$ cat src/rtl/pzs_pkg.sv
package pzs_pkg;

  typedef enum logic [4:0] {
    S_IDLE,
    S_U_ISO, S_U_MAN, S_U_AUX, S_U_MEM, S_U_WMEM, S_U_CLK, S_U_WPG, S_U_UNISO, S_U_REL,
    S_B_HI, S_B_LO, S_B_GO,
    S_D_MAN, S_D_RST, S_D_CLK, S_D_ISO, S_D_MEM, S_D_WMEM, S_D_AUX, S_D_WPG, S_D_HALT
  } pzs_state_e;

  typedef enum logic [3:0] {
    OP_NONE, OP_ISO_SET, OP_ISO_CLR, OP_MAN_SET, OP_AUX_SET, OP_AUX_CLR,
    OP_MEM_SET, OP_MEM_CLR, OP_CLK_SET, OP_CLK_CLR, OP_RST_REL, OP_RST_HOLD,
    OP_VEC_HI, OP_VEC_LO, OP_HALT_CLR, OP_HALT_SET
  } pzs_op_e;

  typedef struct packed {
    logic man;
    logic iso;
    logic aux;
    logic mem;
    logic rst_rel;
    logic clk_en;
  } pzs_zone_t;

endpackage

$ cat src/rtl/pzs_timer.sv
module pzs_timer #(
  parameter int LIM = 1000
) (
  input  logic clk,
  input  logic rst_n,
  input  logic run,
  input  logic met,
  output logic expire
);
  localparam int CTW = $clog2(LIM + 1);

  logic [CTW-1:0] cnt_q;

  assign expire = run && !met && (cnt_q == CTW'(LIM - 1));

  always_ff @(posedge clk) begin
    if (!rst_n || !run || met || expire) cnt_q <= '0;
    else                                 cnt_q <= cnt_q + 1'b1;
  end
endmodule

$ cat src/rtl/pzs_fsm.sv
module pzs_fsm
  import pzs_pkg::*;
#(
  parameter int N  = 4,
  parameter int CW = 2,
  parameter int AW = 32
) (
  input  logic          clk,
  input  logic          rst_n,
  input  logic          cmd_valid,
  output logic          cmd_ready,
  input  logic          cmd_up,
  input  logic [CW-1:0] cmd_core,
  input  logic [AW-1:0] cmd_addr,
  input  logic          err_clr,
  input  logic [N-1:0]  mem_ok,
  input  logic [N-1:0]  pg_ok,
  input  logic [N-1:0]  off_st,
  input  logic          expire,
  output logic          wait_run,
  output logic          wait_met,
  output pzs_op_e       op,
  output logic [CW-1:0] op_core,
  output logic [AW-1:0] op_addr,
  output logic          busy,
  output logic          done,
  output logic          fail,
  output logic          tmo_err
);
  pzs_state_e    state_q, state_d;
  logic [CW-1:0] core_q;
  logic [AW-1:0] addr_q;
  logic          up_q, done_q, fail_q, err_q;
  logic          accept, refuse, mwait;

  assign cmd_ready = (state_q == S_IDLE) && !err_q;
  assign accept    = cmd_valid && cmd_ready;
  assign refuse    = accept && !cmd_up && (cmd_core == '0);
  assign mwait     = (state_q == S_U_WMEM) || (state_q == S_D_WMEM);
  assign wait_run  = mwait || (state_q == S_U_WPG) || (state_q == S_D_WPG);
  assign wait_met  = mwait ? (mem_ok[core_q] == up_q) : (pg_ok[core_q] == up_q);
  assign op_core   = core_q;
  assign op_addr   = addr_q;
  assign busy      = (state_q != S_IDLE);
  assign done      = done_q;
  assign fail      = fail_q;
  assign tmo_err   = err_q;

  always_comb begin
    state_d = state_q;
    op      = OP_NONE;
    unique case (state_q)
      S_IDLE:    if (accept && !refuse)
                   state_d = !cmd_up ? S_D_MAN : (off_st[cmd_core] ? S_U_ISO : S_B_HI);
      S_U_ISO:   begin op = OP_ISO_SET;  state_d = S_U_MAN;   end
      S_U_MAN:   begin op = OP_MAN_SET;  state_d = S_U_AUX;   end
      S_U_AUX:   begin op = OP_AUX_SET;  state_d = S_U_MEM;   end
      S_U_MEM:   begin op = OP_MEM_SET;  state_d = S_U_WMEM;  end
      S_U_WMEM:  if (wait_met) state_d = S_U_CLK;   else if (expire) state_d = S_IDLE;
      S_U_CLK:   begin op = OP_CLK_SET;  state_d = S_U_WPG;   end
      S_U_WPG:   if (wait_met) state_d = S_U_UNISO; else if (expire) state_d = S_IDLE;
      S_U_UNISO: begin op = OP_ISO_CLR;  state_d = S_U_REL;   end
      S_U_REL:   begin op = OP_RST_REL;  state_d = S_B_HI;    end
      S_B_HI:    begin op = OP_VEC_HI;   state_d = S_B_LO;    end
      S_B_LO:    begin op = OP_VEC_LO;   state_d = S_B_GO;    end
      S_B_GO:    begin op = OP_HALT_CLR; state_d = S_IDLE;    end
      S_D_MAN:   begin op = OP_MAN_SET;  state_d = S_D_RST;   end
      S_D_RST:   begin op = OP_RST_HOLD; state_d = S_D_CLK;   end
      S_D_CLK:   begin op = OP_CLK_CLR;  state_d = S_D_ISO;   end
      S_D_ISO:   begin op = OP_ISO_SET;  state_d = S_D_MEM;   end
      S_D_MEM:   begin op = OP_MEM_CLR;  state_d = S_D_WMEM;  end
      S_D_WMEM:  if (wait_met) state_d = S_D_AUX;   else if (expire) state_d = S_IDLE;
      S_D_AUX:   begin op = OP_AUX_CLR;  state_d = S_D_WPG;   end
      S_D_WPG:   if (wait_met) state_d = S_D_HALT;  else if (expire) state_d = S_IDLE;
      S_D_HALT:  begin op = OP_HALT_SET; state_d = S_IDLE;    end
      default:   state_d = S_IDLE;
    endcase
  end

  always_ff @(posedge clk) begin
    if (!rst_n) begin
      state_q <= S_IDLE;
      core_q  <= '0;
      addr_q  <= '0;
      up_q    <= 1'b0;
      done_q  <= 1'b0;
      fail_q  <= 1'b0;
      err_q   <= 1'b0;
    end else begin
      state_q <= state_d;
      done_q  <= (state_q == S_B_GO) || (state_q == S_D_HALT);
      fail_q  <= refuse;
      if (expire)       err_q <= 1'b1;
      else if (err_clr) err_q <= 1'b0;
      if (accept) begin
        core_q <= cmd_core;
        addr_q <= cmd_addr;
        up_q   <= cmd_up;
      end
    end
  end
endmodule

$ cat src/rtl/pzs_zone_bank.sv
module pzs_zone_bank
  import pzs_pkg::*;
#(
  parameter int N  = 4,
  parameter int CW = 2
) (
  input  logic          clk,
  input  logic          rst_n,
  input  pzs_op_e       op,
  input  logic [CW-1:0] op_core,
  output logic [N-1:0]  clk_en,
  output logic [N-1:0]  rst_rel,
  output logic [N-1:0]  mem_pwr,
  output logic [N-1:0]  aux_pwr,
  output logic [N-1:0]  iso,
  output logic [N-1:0]  manual
);
  for (genvar i = 0; i < N; i++) begin : g_zone
    pzs_zone_t z_q;

    always_ff @(posedge clk) begin
      if (!rst_n) begin
        z_q <= '0;
      end else if (op_core == CW'(i)) begin
        unique case (op)
          OP_ISO_SET:  z_q.iso     <= 1'b1;
          OP_ISO_CLR:  z_q.iso     <= 1'b0;
          OP_MAN_SET:  z_q.man     <= 1'b1;
          OP_AUX_SET:  z_q.aux     <= 1'b1;
          OP_AUX_CLR:  z_q.aux     <= 1'b0;
          OP_MEM_SET:  z_q.mem     <= 1'b1;
          OP_MEM_CLR:  z_q.mem     <= 1'b0;
          OP_CLK_SET:  z_q.clk_en  <= 1'b1;
          OP_CLK_CLR:  z_q.clk_en  <= 1'b0;
          OP_RST_REL:  z_q.rst_rel <= 1'b1;
          OP_RST_HOLD: z_q.rst_rel <= 1'b0;
          default:     z_q         <= z_q;
        endcase
      end
    end

    assign clk_en[i]  = z_q.clk_en;
    assign rst_rel[i] = z_q.rst_rel;
    assign mem_pwr[i] = z_q.mem;
    assign aux_pwr[i] = z_q.aux;
    assign iso[i]     = z_q.iso;
    assign manual[i]  = z_q.man;
  end
endmodule

$ cat src/rtl/pzs_boot_bank.sv
module pzs_boot_bank
  import pzs_pkg::*;
#(
  parameter int N  = 4,
  parameter int CW = 2,
  parameter int AW = 32
) (
  input  logic            clk,
  input  logic            rst_n,
  input  pzs_op_e         op,
  input  logic [CW-1:0]   op_core,
  input  logic [AW-1:0]   op_addr,
  output logic [N-1:0]    halt,
  output logic [N*AW-1:0] vec_hi,
  output logic [N*AW-1:0] vec_lo
);
  for (genvar i = 0; i < N; i++) begin : g_core
    logic          halt_q;
    logic [AW-1:0] hi_q, lo_q;
    logic          sel;

    assign sel = (op_core == CW'(i));

    always_ff @(posedge clk) begin
      if (!rst_n) begin
        halt_q <= (i != 0);
        hi_q   <= '1;
        lo_q   <= '1;
      end else if (sel) begin
        if (op == OP_VEC_HI)   hi_q   <= '0;
        if (op == OP_VEC_LO)   lo_q   <= op_addr;
        if (op == OP_HALT_CLR) halt_q <= 1'b0;
        if (op == OP_HALT_SET) halt_q <= 1'b1;
      end
    end

    assign halt[i]           = halt_q;
    assign vec_hi[i*AW +: AW] = hi_q;
    assign vec_lo[i*AW +: AW] = lo_q;
  end
endmodule

$ cat src/rtl/pzone_seq.sv
module pzone_seq
  import pzs_pkg::*;
#(
  parameter int N          = 4,
  parameter int AW         = 32,
  parameter int CYC_PER_MS = 100000,
  parameter int TMO_MS     = 500,
  localparam int CW        = (N > 1) ? $clog2(N) : 1
) (
  input  logic            clk,
  input  logic            rst_n,
  input  logic            cmd_valid,
  output logic            cmd_ready,
  input  logic            cmd_up,
  input  logic [CW-1:0]   cmd_core,
  input  logic [AW-1:0]   cmd_addr,
  input  logic            err_clr,
  input  logic [N-1:0]    zs_mem_ok,
  input  logic [N-1:0]    zs_pg_ok,
  input  logic [N-1:0]    zs_off,
  output logic [N-1:0]    zc_clk_en,
  output logic [N-1:0]    zc_rst_rel,
  output logic [N-1:0]    zc_mem_pwr,
  output logic [N-1:0]    zc_aux_pwr,
  output logic [N-1:0]    zc_iso,
  output logic [N-1:0]    zc_manual,
  output logic [N-1:0]    halt,
  output logic [N*AW-1:0] vec_hi,
  output logic [N*AW-1:0] vec_lo,
  output logic            busy,
  output logic            done,
  output logic            fail,
  output logic            tmo_err
);
  localparam int LIM = CYC_PER_MS * TMO_MS;

  pzs_op_e       op;
  logic [CW-1:0] op_core;
  logic [AW-1:0] op_addr;
  logic          wait_run, wait_met, expire;

  pzs_fsm #(.N(N), .CW(CW), .AW(AW)) u_fsm (
    .clk(clk), .rst_n(rst_n),
    .cmd_valid(cmd_valid), .cmd_ready(cmd_ready), .cmd_up(cmd_up),
    .cmd_core(cmd_core), .cmd_addr(cmd_addr), .err_clr(err_clr),
    .mem_ok(zs_mem_ok), .pg_ok(zs_pg_ok), .off_st(zs_off),
    .expire(expire), .wait_run(wait_run), .wait_met(wait_met),
    .op(op), .op_core(op_core), .op_addr(op_addr),
    .busy(busy), .done(done), .fail(fail), .tmo_err(tmo_err)
  );

  pzs_timer #(.LIM(LIM)) u_timer (
    .clk(clk), .rst_n(rst_n), .run(wait_run), .met(wait_met), .expire(expire)
  );

  pzs_zone_bank #(.N(N), .CW(CW)) u_zones (
    .clk(clk), .rst_n(rst_n), .op(op), .op_core(op_core),
    .clk_en(zc_clk_en), .rst_rel(zc_rst_rel), .mem_pwr(zc_mem_pwr),
    .aux_pwr(zc_aux_pwr), .iso(zc_iso), .manual(zc_manual)
  );

  pzs_boot_bank #(.N(N), .CW(CW), .AW(AW)) u_boot (
    .clk(clk), .rst_n(rst_n), .op(op), .op_core(op_core), .op_addr(op_addr),
    .halt(halt), .vec_hi(vec_hi), .vec_lo(vec_lo)
  );
endmodule

$ cat config.mk
export PLATFORM = sky130hd
export DESIGN_NAME = pzone_seq
export DESIGN_NICKNAME = d
export VERILOG_FILES = /design/src/rtl/pzs_pkg.sv /design/src/rtl/pzs_timer.sv /design/src/rtl/pzs_fsm.sv /design/src/rtl/pzs_zone_bank.sv /design/src/rtl/pzs_boot_bank.sv /design/src/rtl/pzone_seq.sv
export SDC_FILE = /design/constraint.sdc
export NUM_CORES = 1
export LEC_CHECK = 0
export ABC_AREA = 1
export ABC_CLOCK_PERIOD_IN_PS = 4500
export CORE_ASPECT_RATIO = 0.7
export CORE_MARGIN = 1
export CORE_UTILIZATION = 35
export DETAILED_ROUTE_END_ITERATION = 8
export PLACE_DENSITY = 0.64
export SETUP_SLACK_MARGIN = 0.02
export SLEW_MARGIN = 5
export SYNTH_ARGS = -nofsm -noshare
export SYNTH_HDL_FRONTEND = slang
export SYNTH_SLANG_ARGS = --single-unit
$ cat constraint.sdc
create_clock -name clk -period 4.5 [get_ports clk]
set_input_delay 0.675 -clock clk [delete_from_list [all_inputs] [get_ports clk]]
set_output_delay 0.675 -clock clk [all_outputs]
set_load 0.03 [all_outputs]
==> metrics.cfg <==
[worst_setup_path]
critPathKind=flop to output pin
critPathSlowestCell=clkdlybuf4s50_1
cp_cell_sequence=nor2_1 -> inv_1 -> nor2_2 -> inv_1 -> nor2_1 -> clkdlybuf4s50_1
critPathTopFamily=buffers and inverters
cp.required_ns=3.83
critPathBufInv=3
arrival_ns=2.41
rr_worst_depth=6
setup.worst_path.end_class=output pin
worst_path_largest_cell_delay_ns=0.67
cp.depth=6
cp_max_fo=5
startpoint_type=flop

[die]
dieArea_mm2=0.0286
die_w_um=202
core_area_mm2=0.0271
initial_core_util_pct=36.1
pin_count=340
die_y_um=142
row_count=50

[cells_and_area]
multi_input_area_mm2=0.00375
regArea_mm2=0.00458
layout-drive-gt1-share_pct=6.16
nets=1546
area_growth_pct=35.4
nFillCells=2595
diodes=0

[sta]
worstMarginPinSlew_ns=1.06
relSlewSlack_pct=29.4
finalSetupViolCount=0
min_period_ns=3.08
final.setup_skew_ns=0.0118
fmax_mhz=325
whs_ns=0.453
grt_setup_unrepaired=no
hold_viol_final=0
drv_slew=0
fin_crit_sh_pct=68.5
setup_tns_ns=0

[placed_design]
dp_hpwl_mm=21.5
numPortBuffers=339
gp_congestion=0.899

[detailed_routing]
ant_nets=0
firstDrtPassIters=5
vias=8890
drc_errors=0
drt_iter0_drc=605
viasPerCell=4.75
drt_wl_total_mm=30.9
wl_per_cell_um=16.5

[yosys]
seq_area_frac_synth_pct=46.9
netlist-cell-type-count=39
syn_area_per_cell_um2=7.49
syn_inst=1307
yosys-top-cells-area=dfxtp_1 (47%), nand2_1 (14%), buf_4 (10%), nand3_1 (7.7%), nor2_1 (5.6%)
synth_area_leader_cell=dfxtp_1
post-synth-top-area-fraction_pct=46.9
syn_nets=1359
ys_warn_count=0
synthFlopType=dfxtp_1
synth-edff-count=0
synth-seq-cells=229
syn_area_mm2=0.00978
async_flop_share_pct=0

[grt]
grt_overflow=0
grt_usage_pct=20.9
grt_pass1_vias=8203
antenna_found_initial=0
grt_pass1_wl_mm=47.4
grt_max_degree=73

[power_and_ir_drop]
ir_worst_vdd_mv=0.269
p_leak_uw=0.00569
p_per_area_mw_per_mm2=415

[flow_run]
drv_cap=0

[clocking]
post_cts_buffers=0
clk_pin_slew_ns=0.06
cts_tree=done
cts_buffer_depth=3
cts_hold_buf=0
cts_resized=0
htree_num_levels=1
clk_latency_ns=0.51
cts_made_buffers=25
clk_root_buffer_cell=clkbuf_16
clkSinkCount=229

[hold_path]
min_path_type=flop to flop
whs_path_depth=2

[outcome]
status=complete, no violations

[synthesized netlist by cell type (2+ instances only)]
| cell | instances |
|---|---|
| nand2_2 | 3 |
| nor2_2 | 6 |
| inv_2 | 14 |
| nor2_4 | 2 |
| nor3_2 | 5 |
| nor3_1 | 7 |
| nand4_1 | 5 |
| xnor2_1 | 3 |
| a211oi_1 | 6 |
| o2111ai_1 | 2 |
| nor4_1 | 4 |
| a21oi_2 | 10 |
| nor2_1 | 146 |
| a21oi_1 | 35 |
| nor3b_1 | 3 |
| o21ai_1 | 5 |
| nand3_1 | 150 |
| nand2_1 | 354 |
| clkbuf_1 | 36 |
| o21ai_0 | 63 |
| nand3b_1 | 2 |
| xor2_1 | 6 |
| inv_1 | 47 |
| buf_2 | 18 |
| buf_4 | 131 |
| nor3b_2 | 3 |
| dfxtp_1 | 229 |
[per-stage QoR]
step | setup WS [ns] | area [µm²] | total power, µW | utilization [%] | cells
after floorplan | 2.32 | 9780 | 3150 | - | 1307
after global placement | 1.93 | 12500 | 3570 | 46.0 | 1831
after detailed placement | 1.88 | 12500 | 3570 | 46.0 | 1831
after CTS | 1.33 | 13200 | 5530 | 48.9 | 1873
after global routing | 1.21 | 13200 | 5750 | 48.9 | 1873
final | 1.42 | 13200 | 5490 | 48.9 | 1873
[placed cells by master, fill, tap and decap left out, drive strengths merged]
master	netlist	routed
nand4	5	5
nor4	4	4
a311oi	1	1
a21boi	1	1
dfxtp	229	229
inv	61	61
nor3	12	12
o2111ai	2	2
a21oi	45	45
clkbuf	36	33
clkdlybuf4s50	0	338
clkinvlp	0	1
a211oi	6	6
a32oi	1	1
nand3b	2	2
nor2	154	154
clkinv	1	8
a22oi	1	1
bufinv	0	1
nand3	151	151
or2	2	2
and2	1	1
buf	150	8
o21ai	68	68
ha	1	1
and3	1	1
xor2	6	6
nor3b	6	6
nand2	357	357
xnor2	3	3
[sequential cells by signal, indices dropped and copies added, names as in the netlist]
signal,flops
u_boot.g_core.lo_q,128
u_fsm.op_addr,32
u_timer.cnt_q,26
u_fsm.state_q,5
u_boot.g_core.halt_q,4
u_boot.g_core.hi_q,4
u_zones.aux_pwr,4
u_zones.clk_en,4
u_zones.iso,4
u_zones.manual,4
u_zones.mem_pwr,4
u_zones.rst_rel,4
u_fsm.op_core,2
u_fsm.done,1
u_fsm.fail,1
u_fsm.tmo_err,1
u_fsm.up_q,1
[where the power goes]
| group | switching [µW] | internal, µW | total, µW |
|---|---|---|---|
| Clock | 813 | 1150 | 1960 |
| Combinational | 783 | 351 | 1130 |
| Sequential | 212 | 2180 | 2390 |
[area by class of cell]
| cell class | instances | share of cell area, % |
|---|---|---|
| repair buffers | 346 | 26.0 |
| clock buffers | 33 | 5.33 |
| multi-input cells | 830 | 28.3 |
| inverters | 62 | 1.76 |
| well taps | 364 | 3.44 |
| clock inverters | 9 | 0.576 |
| flip-flops and latches | 229 | 34.6 |
[layer usage]
layer	global-route usage, %	up-vias	share of wire (%)
li1	-	4451	-
met1	28.2	4092	46
met5	0	-	0
met4	4.70	0	2.0
met3	4.16	40	6.4
met2	34.2	307	46
[worst register-to-register path, cell delays in order (launching register included)]
cell,delay [ns]
dfxtp_1,0.49
inv_2,0.17
nand3_1,0.17
nor2_1,0.08
nor4_1,0.29
nand4_1,0.85
a21oi_1,0.40
[path summary, 6_finish.rpt]
check | startpoint | endpoint | slack [ns]
worst max register to register | u_fsm.state_q[4] | u_zones.aux_pwr[0] | 1.96
worst min register to register | u_boot.g_core[0].lo_q[2] | u_boot.g_core[0].lo_q[2] | 0.45
worst min-delay path | u_boot.g_core[0].lo_q[2] | u_boot.g_core[0].lo_q[2] | 0.45
worst max-delay path | u_fsm.state_q[3] | cmd_ready | 1.42
[cells by family after synthesis]
| family | count (synthesis) | synth area share, % |
|---|---|---|
| buf+inv | 248 | 14.8 |
| flops | 229 | 46.9 |
| fa+ha+maj | 1 | 0.128 |
| xor+xnor | 9 | 0.806 |
| simple gates | 695 | 30.2 |
| compound gates | 125 | 7.14 |
Note: power is estimated with default switching activity, not from simulation.
